===== config.mk =====
export PLATFORM = sky130hd
export DESIGN_NAME = tdm_frame_rx
export DESIGN_NICKNAME = d
export VERILOG_FILES = /design/src/rtl/tdm_rx_pkg.sv /design/src/rtl/tdm_rx_counter.sv /design/src/rtl/tdm_rx_sipo.sv /design/src/rtl/tdm_rx_hold.sv /design/src/rtl/tdm_frame_rx.sv
export SDC_FILE = /design/constraint.sdc
export NUM_CORES = 1
export LEC_CHECK = 0
export ABC_AREA = 0
export BUFFER_PORTS_ARGS = -buffer_cell sky130_fd_sc_hd__buf_2
export CAP_MARGIN = 20
export CORE_AREA = 8 8 48 78
export CTS_CLUSTER_DIAMETER = 80
export DETAILED_ROUTE_END_ITERATION = 7
export DIE_AREA = 0 0 56 86
export GPL_TIMING_DRIVEN = 0
export PLACE_DENSITY = 0.85
export SETUP_SLACK_MARGIN = 0.2
export SYNTH_ARGS = -nofsm -noshare
export SYNTH_HDL_FRONTEND = slang
export SYNTH_HIERARCHICAL = 1
export SYNTH_SLANG_ARGS = --single-unit

===== constraint.sdc =====
create_clock -name clk -period 2.4 [get_ports clk]
set_clock_uncertainty 0.05 [all_clocks]
set_input_delay 0.48 -clock clk [delete_from_list [all_inputs] [get_ports clk]]
set_output_delay 0.48 -clock clk [all_outputs]
set_load 0.02 [all_outputs]

===== src/rtl/tdm_rx_pkg.sv =====
package tdm_rx_pkg;
  localparam int DEF_SLOT_BITS = 8;
  localparam int DEF_SLOTS     = 32;

  typedef enum logic {
    RX_HUNT   = 1'b0,
    RX_LOCKED = 1'b1
  } rx_lock_e;
endpackage


===== src/rtl/tdm_rx_counter.sv =====
module tdm_rx_counter
  import tdm_rx_pkg::*;
#(
  parameter int SLOT_BITS = DEF_SLOT_BITS,
  parameter int SLOTS     = DEF_SLOTS,
  localparam int BIT_W    = $clog2(SLOT_BITS),
  localparam int SLOT_W   = $clog2(SLOTS),
  localparam int CNT_W    = BIT_W + SLOT_W
) (
  input  logic              clk,
  input  logic              rst_n,
  input  logic              sync_i,
  output logic [CNT_W-1:0]  cnt_o,
  output logic              locked_o,
  output logic [BIT_W-1:0]  bit_idx_o,
  output logic [SLOT_W-1:0] slot_idx_o,
  output logic              byte_end_o,
  output logic              slot_start_o,
  output logic              aligned_sync_o
);
  localparam logic [CNT_W-1:0] CNT_MAX  = {CNT_W{1'b1}};
  localparam logic [BIT_W-1:0] BIT_LAST = {BIT_W{1'b1}};

  function automatic logic [BIT_W-1:0] bit_of(input logic [CNT_W-1:0] c);
    return c[BIT_W-1:0];
  endfunction

  function automatic logic [SLOT_W-1:0] slot_of(input logic [CNT_W-1:0] c);
    return c[CNT_W-1:BIT_W];
  endfunction

  logic [CNT_W-1:0] cnt_q;
  rx_lock_e         lock_q;

  always_ff @(posedge clk or negedge rst_n) begin
    if (!rst_n) begin
      cnt_q  <= '0;
      lock_q <= RX_HUNT;
    end else if (sync_i) begin
      cnt_q  <= '0;
      lock_q <= RX_LOCKED;
    end else begin
      cnt_q  <= cnt_q + CNT_W'(1);
    end
  end

  assign cnt_o          = cnt_q;
  assign locked_o       = (lock_q == RX_LOCKED);
  assign bit_idx_o      = bit_of(cnt_q);
  assign slot_idx_o     = slot_of(cnt_q);
  assign byte_end_o     = (bit_of(cnt_q) == BIT_LAST);
  assign slot_start_o   = (bit_of(cnt_q) == '0);
  assign aligned_sync_o = sync_i && (cnt_q == CNT_MAX);
endmodule


===== src/rtl/tdm_rx_sipo.sv =====
module tdm_rx_sipo #(
  parameter int W = 8
) (
  input  logic         clk,
  input  logic         rst_n,
  input  logic         din,
  output logic [W-1:0] word_o
);
  logic [W-1:0] sr_q;

  // LSB first: the newest bit enters at the top and older bits move down.
  always_ff @(posedge clk or negedge rst_n) begin
    if (!rst_n) sr_q <= '0;
    else        sr_q <= {din, sr_q[W-1:1]};
  end

  assign word_o = sr_q;
endmodule


===== src/rtl/tdm_rx_hold.sv =====
module tdm_rx_hold #(
  parameter int W      = 8,
  parameter int SLOT_W = 5
) (
  input  logic              clk,
  input  logic              rst_n,
  input  logic              load_i,
  input  logic [W-1:0]      word_i,
  input  logic [SLOT_W-1:0] slot_i,
  output logic [W-1:0]      byte_o,
  output logic [SLOT_W-1:0] slot_o,
  output logic              valid_o
);
  always_ff @(posedge clk or negedge rst_n) begin
    if (!rst_n) begin
      byte_o  <= '0;
      slot_o  <= '0;
      valid_o <= 1'b0;
    end else begin
      valid_o <= load_i;
      if (load_i) begin
        byte_o <= word_i;
        slot_o <= slot_i;
      end
    end
  end
endmodule


===== src/rtl/tdm_frame_rx.sv =====
module tdm_frame_rx
  import tdm_rx_pkg::*;
#(
  parameter int SLOT_BITS = DEF_SLOT_BITS,
  parameter int SLOTS     = DEF_SLOTS,
  localparam int BIT_W    = $clog2(SLOT_BITS),
  localparam int SLOT_W   = $clog2(SLOTS),
  localparam int CNT_W    = BIT_W + SLOT_W
) (
  input  logic                 clk,
  input  logic                 rst_n,
  input  logic                 ser_data,
  input  logic                 ser_sync,
  output logic [SLOT_BITS-1:0] slot_byte,
  output logic [SLOT_W-1:0]    slot_num,
  output logic                 slot_valid
);
  // The slot that finished one slot time before the current one.
  function automatic logic [SLOT_W-1:0] prev_slot(input logic [SLOT_W-1:0] s);
    return s - SLOT_W'(1);
  endfunction

  logic [CNT_W-1:0]     frame_cnt;
  logic                 rx_locked;
  logic [BIT_W-1:0]     bit_idx;
  logic [SLOT_W-1:0]    slot_idx;
  logic                 byte_end;
  logic                 slot_start;
  logic                 aligned_sync;
  logic [SLOT_BITS-1:0] sr_word;
  logic                 have_byte_q;
  logic                 load_evt;

  tdm_rx_counter #(.SLOT_BITS(SLOT_BITS), .SLOTS(SLOTS)) u_cnt (
    .clk            (clk),
    .rst_n          (rst_n),
    .sync_i         (ser_sync),
    .cnt_o          (frame_cnt),
    .locked_o       (rx_locked),
    .bit_idx_o      (bit_idx),
    .slot_idx_o     (slot_idx),
    .byte_end_o     (byte_end),
    .slot_start_o   (slot_start),
    .aligned_sync_o (aligned_sync)
  );

  tdm_rx_sipo #(.W(SLOT_BITS)) u_sipo (
    .clk    (clk),
    .rst_n  (rst_n),
    .din    (ser_data),
    .word_o (sr_word)
  );

  // A byte counts as complete only when its last bit arrived on an aligned
  // counter; a frame marker at any other count drops the partial byte.
  always_ff @(posedge clk or negedge rst_n) begin
    if (!rst_n)                      have_byte_q <= 1'b0;
    else if (ser_sync)               have_byte_q <= rx_locked && aligned_sync;
    else if (byte_end && rx_locked)  have_byte_q <= 1'b1;
    else if (slot_start)             have_byte_q <= 1'b0;
  end

  assign load_evt = slot_start && have_byte_q;

  tdm_rx_hold #(.W(SLOT_BITS), .SLOT_W(SLOT_W)) u_hold (
    .clk     (clk),
    .rst_n   (rst_n),
    .load_i  (load_evt),
    .word_i  (sr_word),
    .slot_i  (prev_slot(slot_idx)),
    .byte_o  (slot_byte),
    .slot_o  (slot_num),
    .valid_o (slot_valid)
  );

  logic unused_bits;
  assign unused_bits = ^bit_idx;
endmodule


Word-level counts from Yosys, hierarchy flattened:

Index checks and enable logic that the tools add are counted.

* register bits after elaboration: 32
* logic and storage cells: 21
* output and inout bits: 14
* ROM bits: 0
* RAM bits: 0
* bits in latches: 0
* memories: 0

* bitwise gates (word level): 0
* div/mod/pow operators: 0
* multiply operators: 0
* equality and inequality tests: 2
* mux-type cells: 4
* shift-type cells: 0
* $lt $le $gt $ge: 0
* add/sub/neg operators: 2
* reductions and logical operators: 6

Operator list (count)
* adder 8 x 1 -> 8 bit (second input constant): 1
* == test 8 bit (second input constant): 1
* two-way mux 8 bit: 1
* subtractor 5 x 1 -> 5 bit (second input constant): 1
* logical AND 1 bit: 4
* == test 3 bit (second input constant): 1
* zero test 3 bit: 1
* two-way mux 1 bit: 3
* nonzero test 3 bit: 1

Logic depth before layout (Yosys ltp):

Gate-level depths: netlist of run 1.

* depth in word-level cells: 4
* depth in mapped cells: 6
* mapped depth without buffers: 5

Cells and area by module:

Netlist of run 1, hierarchy kept.

Modules (own cells, without submodules)
* tdm_rx_hold: cells an instance 28, area an instance 545.5 sq um, times used 1, seq. area each 350.3 sq um
* tdm_rx_counter: cells an instance 51, area an instance 513.0 sq um, times used 1, seq. area each 225.2 sq um
* tdm_rx_sipo: cells an instance 8, area an instance 200.2 sq um, times used 1, seq. area each 200.2 sq um
* tdm_frame_rx: cells an instance 16, area an instance 131.4 sq um, times used 1, seq. area each 25.0 sq um

Least setup slack after synthesis of run 1:

OpenSTA, ideal clock, no wires.

* path type: reg2reg
* from: reg u_cnt.cnt_q[0] (netlist: u_cnt/cnt_o[0])
* to: reg u_hold.byte_o[0]
* path buffers: 1
* data required time: 2.225 ns
* cell stages (with the launch flop): 7
* arrival time: 1.428 ns
* setup slack: 0.797 ns
* period minus slack after synthesis: 1.603 ns
* setup time: 0.125 ns
* path through: dfrtp_1 inv_1 ha_1 nor2b_1 and2_1 buf_6 mux2_4

* cells in the longest elaborated chain, start to end: 2

Ends and longest elaborated chain
* start, declared: line tdm_rx_counter.sv:32 `logic [CNT_W-1:0] cnt_q;`
* start signal, assigned: line tdm_rx_counter.sv:43 `cnt_q <= cnt_q + CNT_W'(1);`
* zero test 3 bit: line tdm_rx_counter.sv:52 `assign slot_start_o = (bit_of(cnt_q) == '0);`
* via slot_start: line tdm_frame_rx.sv:28 `logic slot_start;`
* logical AND 1 bit: line tdm_frame_rx.sv:63 `assign load_evt = slot_start && have_byte_q;`
* via load_evt: line tdm_frame_rx.sv:32 `logic load_evt;`
* end signal, assigned: line tdm_rx_hold.sv:22 `byte_o <= word_i;`
* end, declared: line tdm_rx_hold.sv:10 `output logic [W-1:0] byte_o,`

The timed path passes the listed nets, and every way through them passes these cells.
A chain may end at the register's enable or synchronous reset.

Worst setup path after layout of run 1:

* from: reg u_cnt.cnt_q[0] (netlist: u_cnt/cnt_o[0])
* to: reg u_hold.slot_o[3]

* cells in the longest elaborated chain, start to end: 2

Ends and longest elaborated chain
* zero test 3 bit: line tdm_rx_counter.sv:52
* via slot_start: line tdm_frame_rx.sv:28
* logical AND 1 bit: line tdm_frame_rx.sv:63
* via load_evt: line tdm_frame_rx.sv:32
* end signal, assigned: line tdm_rx_hold.sv:23 `slot_o <= slot_i;`
* end, declared: line tdm_rx_hold.sv:11 `output logic [SLOT_W-1:0] slot_o,`

The timed path passes the listed nets, and every way through them passes these cells.

==> out/summary.txt, run 1 <==
most frequent cells in the layout = 32 x dfrtp_1, 17 x buf_2, 11 x mux2_4
Rows = 25
antenna violations before repair = 0
Hold Buf Count CTS = 0
Final setup violation count = 0
Die Y = 86 µm
RSZ-0062 raised after global routing = false
final worst setup slack = 590 ps
vias in the first global route = 928
Via Count = 802
GPL Wtd Cong = 0.781
DRT Wirelength = 2260 µm
max layer used = met4
Synth Area per Inst = 13.7 µm²
critical path cell sequence = inv_1, ha_1, nor2b_1, and2_1, buf_6, mux2_4
maximum clock rate = 552 MHz
Yosys warning count = 6
layout cells sized above 1 = 42.4%
CTS Buf Count = 5
Slew @ Worst Pin = 664 ps
Avg Vias per Cell = 5.28
Remaining Overflow, GRT = 0
Worst VDD drop = 0.582 mV
drt wl/cell = 14.8 µm
H-Tree Depth = 2
DPL Wire Length = 1620 µm
min-delay worst type = input port to async pin
Antenna Violating Nets Remaining = 0
core area = 0.00269 mm²
crit-path max FO = 10
peak per-stage delay on the critical path = 440 ps
crit path max-delay cell type = dfrtp_1
Sink Count = 32
IO Pins = 18
Max-cap violations = 0
final worst-path cycle share = 75.4%
post-cts sizing count = 0
filler cell count = 207
post-layout min period = 1810 ps
slew margin rel. = 55.7%
dpl ws = 604 ps
crit path capture type = flip-flop
synthesized area = 0.00137 mm²
Layout Utilization = 59.4%
leak pwr = 0.724 nW
drt drc = 0
IO buf count = 17
die span in x = 56 µm
CTS root buffer = clkbuf_8
M1 WL = 873 µm
CP arrival = 1920 ps
most common cell after layout, fill and taps aside = dfrtp_1
GRT Resource Usage Total = 10.4%
Critical Path RT = 2510 ps
die area = 0.00482 mm²
reg2reg path depth = 6
first-pass GRT wire length = 4000 µm
DRT Pass-1 Iters = 4
PwrDens = 836 mW/mm²
buffer count from post-CTS setup fixing = 0
clk_lat worst skew = 280 ps
CTS tree = done
syn nets = 108
clk slew on worst S/H paths = 70 ps
metal3 WL = 128 µm
Fin Setup TNS = 0 ps
Crit Path Class = flip-flop to flip-flop
met2 wire length = 1160 µm
Setup crit start kind = flip-flop
final hold vios = 0
Ant. Diodes = 0
final instance area = 0.00160 mm²
largest net degree at the start of global routing = 33
Initial Util = 50.8%
Slew Limit Fails = 0
Pwr Total = 0.00134 W
Syn Inst Count = 100
fin nets = 132
DRT iter0 DRCs = 11
clk buf depth = 2
area added between synthesis and finish = 16.8%
status = finished, final reports clean
DP Area = 0.00149 mm²
through the flow:
step                hold WS (ps)  instances
floorplan                    134        100
global placement             305        144
detailed placement           312        144
CTS                          200        152
global route                 239        152
finish                       181        152
final timing paths:
| kind | end | from | slack [ps] |
|---|---|---|---|
| max | u_hold/slot_o[3] | u_cnt/cnt_o[0] | 590 |
| min | u_hold/byte_o[1] | rst_n | 180 |
| max reg2reg | u_hold/slot_o[3] | u_cnt/cnt_o[0] | 590 |
| min reg2reg | u_sipo/word_o[6] | u_sipo/word_o[7] | 320 |
| max in group asynchronous | u_hold/slot_o[2] | rst_n | 1680 |
| min in group clk | u_sipo/word_o[7] | ser_data | 260 |
cell type report:
cell class                      count  area [µm²]  area share (%)
Clock buffer                        5        68.8            4.31
Multi-Input combinational cell     53         477            29.8
Tap cell                           27        33.8            2.11
Timing Repair Buffer               17        85.1            5.32
Buffer                              7        60.1            3.76
Inverter                            8        30.0            1.88
Sequential cell                    32         801            50.1
Clock inverter                      3        42.5            2.66
per-layer routing:
| metal | vias up | GRT usage, % |
|---|---|---|
| li1 | 372 | - |
| met1 | 394 | 9.73 |
| met2 | 25 | 16.9 |
| met4 | 0 | 8.13 |
| met3 | 11 | 4.73 |
| met5 | - | 0 |
state kept, by name, indices dropped and copies added, names as in the netlist:
name and cells:
u_sipo/word_o 8, have_byte_q 1, u_hold/valid_o 1, u_hold/byte_o 8, u_cnt/locked_o 1, u_hold/slot_o 5, u_cnt/cnt_o 8
critical path: cells and delay by family, from the launching register on:
family	cells	cell delay, ps
AND/OR/NAND/NOR	2	460
adder cells (fa/ha/maj)	1	130
flip-flops	1	440
buffers and inverters	2	300
multiplexers	1	310
report_power, final:
group | total [W] | internal (W) | switching [W] | leakage (nW)
registers | 0.000625 | 0.000595 | 0.0000307 | 0.376
clock network | 0.000496 | 0.000307 | 0.000189 | 0.0541
logic | 0.000214 | 0.0000996 | 0.000115 | 0.295
total | 0.00134 | 0.00100 | 0.000335 | 0.724
No activity file was read; power rests on OpenSTA's default activity.
==> inputs of run 2 (changes only) <==
- ABC_AREA: 0 -> 1
- CORE_AREA: 8 8 48 78 -> 8 8 47 78
- DIE_AREA: 0 0 56 86 -> 0 0 55 86
- PLACE_DENSITY: 0.85 -> 0.86
- clock period: 2.4 -> 1.7 ns (I/O delays scaled with it)
==> out/summary.txt, run 2 <==
Register Area = 801 µm² (unchanged)
synthesized area = 0.00135 mm² (-1.2%)
Syn Inst Count = 147 (+47%)
peak per-stage delay on the critical path = 420 ps (-20 ps)
WP buf/inv = 5 (+3)
antenna violations before repair = 0 (unchanged)
flop-to-flop setup slack = 310 ps (-280 ps)
vias in the first global route = 926 (-0.22%)
Crit Path Class = flip-flop to flip-flop
PwrDens = 1090 mW/mm² (+31%)
clk buf depth = 2 (unchanged)
Sink Count = 32 (unchanged)
Setup crit start kind = flip-flop
H-Tree Depth = 2 (unchanged)
GPL Wtd Cong = 0.744 (-4.7%)
maximum clock rate = 722 MHz (+31%)
Yosys warning count = 6 (unchanged)
RR Startpoint = u_cnt/cnt_o[0]
IO buf count = 17 (unchanged)
Final setup violation count = 0 (unchanged)
status = finished, final reports clean
post-layout min period = 1390 ps (-425 ps)
crit path max-delay cell type = dfrtp_1
Avg Vias per Cell = 4.84 (-8.3%)
Synth Area per Inst = 9.19 µm² (-33%)
CTS tree = done
DPL Wire Length = 1720 µm (+6.1%)
GRT Resource Usage Total = 11.0% (+0.65 points)
largest net degree at the start of global routing = 33 (unchanged)
Worst VDD drop = 0.861 mV (+48%)
crit path capture type = flip-flop
crit path launch = u_cnt/cnt_o[0]
Pwr Total = 0.00179 W (+34%)
area added between synthesis and finish = 21.1%
Max-cap violations = 0 (unchanged)
CTS root buffer = clkbuf_8
final worst setup slack = 314 ps (-275 ps)
Critical Path RT = 1820 ps (-690 ps)
fin nets = 184 (+39%)
CP Depth = 10 (+4)
dpl ws = 154 ps (-450 ps)
Layout Utilization = 62.3% (+2.9 points)
critical path cell sequence = inv_2, ha_1, inv_1, nor2_2, nand2_1, inv_2, inv_2, buf_6, nand2_1, nand2_1
clk slew on worst S/H paths = 60 ps (about the same)
final worst-path cycle share = 81.5% (+6.1 points)
clk_lat worst skew = 280 ps (about the same)
CP endpoint = u_hold/byte_o[1]
most frequent cells in the layout = 54 x nand2_1, 32 x dfrtp_1, 17 x buf_2
slew margin rel. = 56.2% (+0.51 points)
DRT Wirelength = 2380 µm (+5.5%)
die area = 0.00473 mm² (-1.8%)
Worst R2R End = u_hold/byte_o[1]
Slew @ Worst Pin = 657 ps (-7.66 ps)
Hold Buf Count CTS = 0 (unchanged)
Via Count = 987 (+23%)
multi-input logic area = 437 µm² (-8.4%)
Fin Setup TNS = 0 ps (unchanged)
filler cell count = 219 (+5.8%)
leak pwr = 0.910 nW (+26%)
reg2reg path depth = 10 (+4)
IO Pins = 18 (unchanged)
first-pass GRT wire length = 3790 µm (-5.2%)
CP arrival = 1510 ps (-410 ps)
most common cell after layout, fill and taps aside = nand2_1
DRT Pass-1 Iters = 4 (unchanged)
Ant. Diodes = 0 (unchanged)
Antenna Violating Nets Remaining = 0 (unchanged)
RSZ-0062 raised after global routing = false
critical path's top delay family = flip-flops
final hold vios = 0 (unchanged)
crit-path max FO = 10 (unchanged)
layout cells sized above 1 = 28.8% (-14 points)
drt wl/cell = 11.7 µm (-21%)
Remaining Overflow, GRT = 0 (unchanged)
Die Y = 86 µm (unchanged)
syn nets = 155 (+44%)
core area = 0.00263 mm² (-2.3%)
Rows = 25 (unchanged)
Slew Limit Fails = 0 (unchanged)
die span in x = 55 µm (-1.8%)
Initial Util = 51.4% (+0.59 points)
DRT iter0 DRCs = 17 (+6)
min-delay worst type = input port to async pin
CTS Buf Count = 5 (unchanged)
drt drc = 0 (unchanged)
-- run 2: cell count changes in the layout (fill, tap and decap cells not counted), sizes merged, moves of 3 or more --
| cell | change |
|---|---|
| mux2 | -14 |
| inv | +8 |
| nor2b | -3 |
| buf | +5 |
| nand2 | +54 |
| nor2 | +13 |
| xor2 | -4 |
| or3 | -3 |
| nand3 | +4 |
-- run 2: stage by stage --
| stage | area, µm² | hold WS [ps] | instances |
|---|---|---|---|
| 2_1_floorplan | 1350 | -5.59 | 147 |
| 3_3_place_gp | 1470 | 310 | 191 |
| 3_5_place_dp | 1470 | 311 | 191 |
| 6_report | 1640 | 35.1 | 204 |
| 4_1_cts | 1600 | 48.1 | 199 |
| 5_1_grt | 1640 | 93.9 | 204 |
-- run 2: report_power, final --
| part | switching [W] | internal, W | leakage, nW | total, W |
|---|---|---|---|---|
| registers | 0.0000279 | 0.000810 | 0.418 | 0.000838 |
| clock network | 0.000270 | 0.000517 | 0.0645 | 0.000787 |
| logic | 0.000107 | 0.0000559 | 0.428 | 0.000163 |
-- run 2: final cells by class --
cell class,count,share of cell area [%]
buffer,7,3.44
clock buffer,7,5.89
clock inverter,1,1.83
inverter,16,3.67
multi-input combinational,92,26.7
sequential,32,48.9
tap,27,2.06
timing repair buffer,22,7.49
-- run 2: worst min-delay path by stage --
stage,to,slack (ps),cells after the start
after CTS,u_cnt/cnt_o[7],50,1
after detailed placement,u_sipo/word_o[5],310,0
final,u_cnt/cnt_o[7],40,1
after floorplan,have_byte_q,-6,0
after global routing,u_cnt/cnt_o[7],90,1
after global placement,u_sipo/word_o[0],310,0
-- run 2: repair_timing --
action	4_1_cts	5_1_grt
setup endpoints to repair	10	11
setup buffers	0	5
gates resized for setup	1	2
-- run 2: per-layer routing --
layer	GRT usage, %	up-vias	routed length, µm
met5	0	-	0
met3	4.85	6	204
li1	-	497	-
met4	6.59	0	62
met2	18.3	25	1210
met1	10.3	459	904
-- run 2: worst register-to-register path: cells and delay by family (launching register included) --
family	cells	cell delay, ps
adder cells (fa/ha/maj)	1	140
buffers and inverters	5	400
flip-flops	1	420
AND/OR/NAND/NOR	4	270
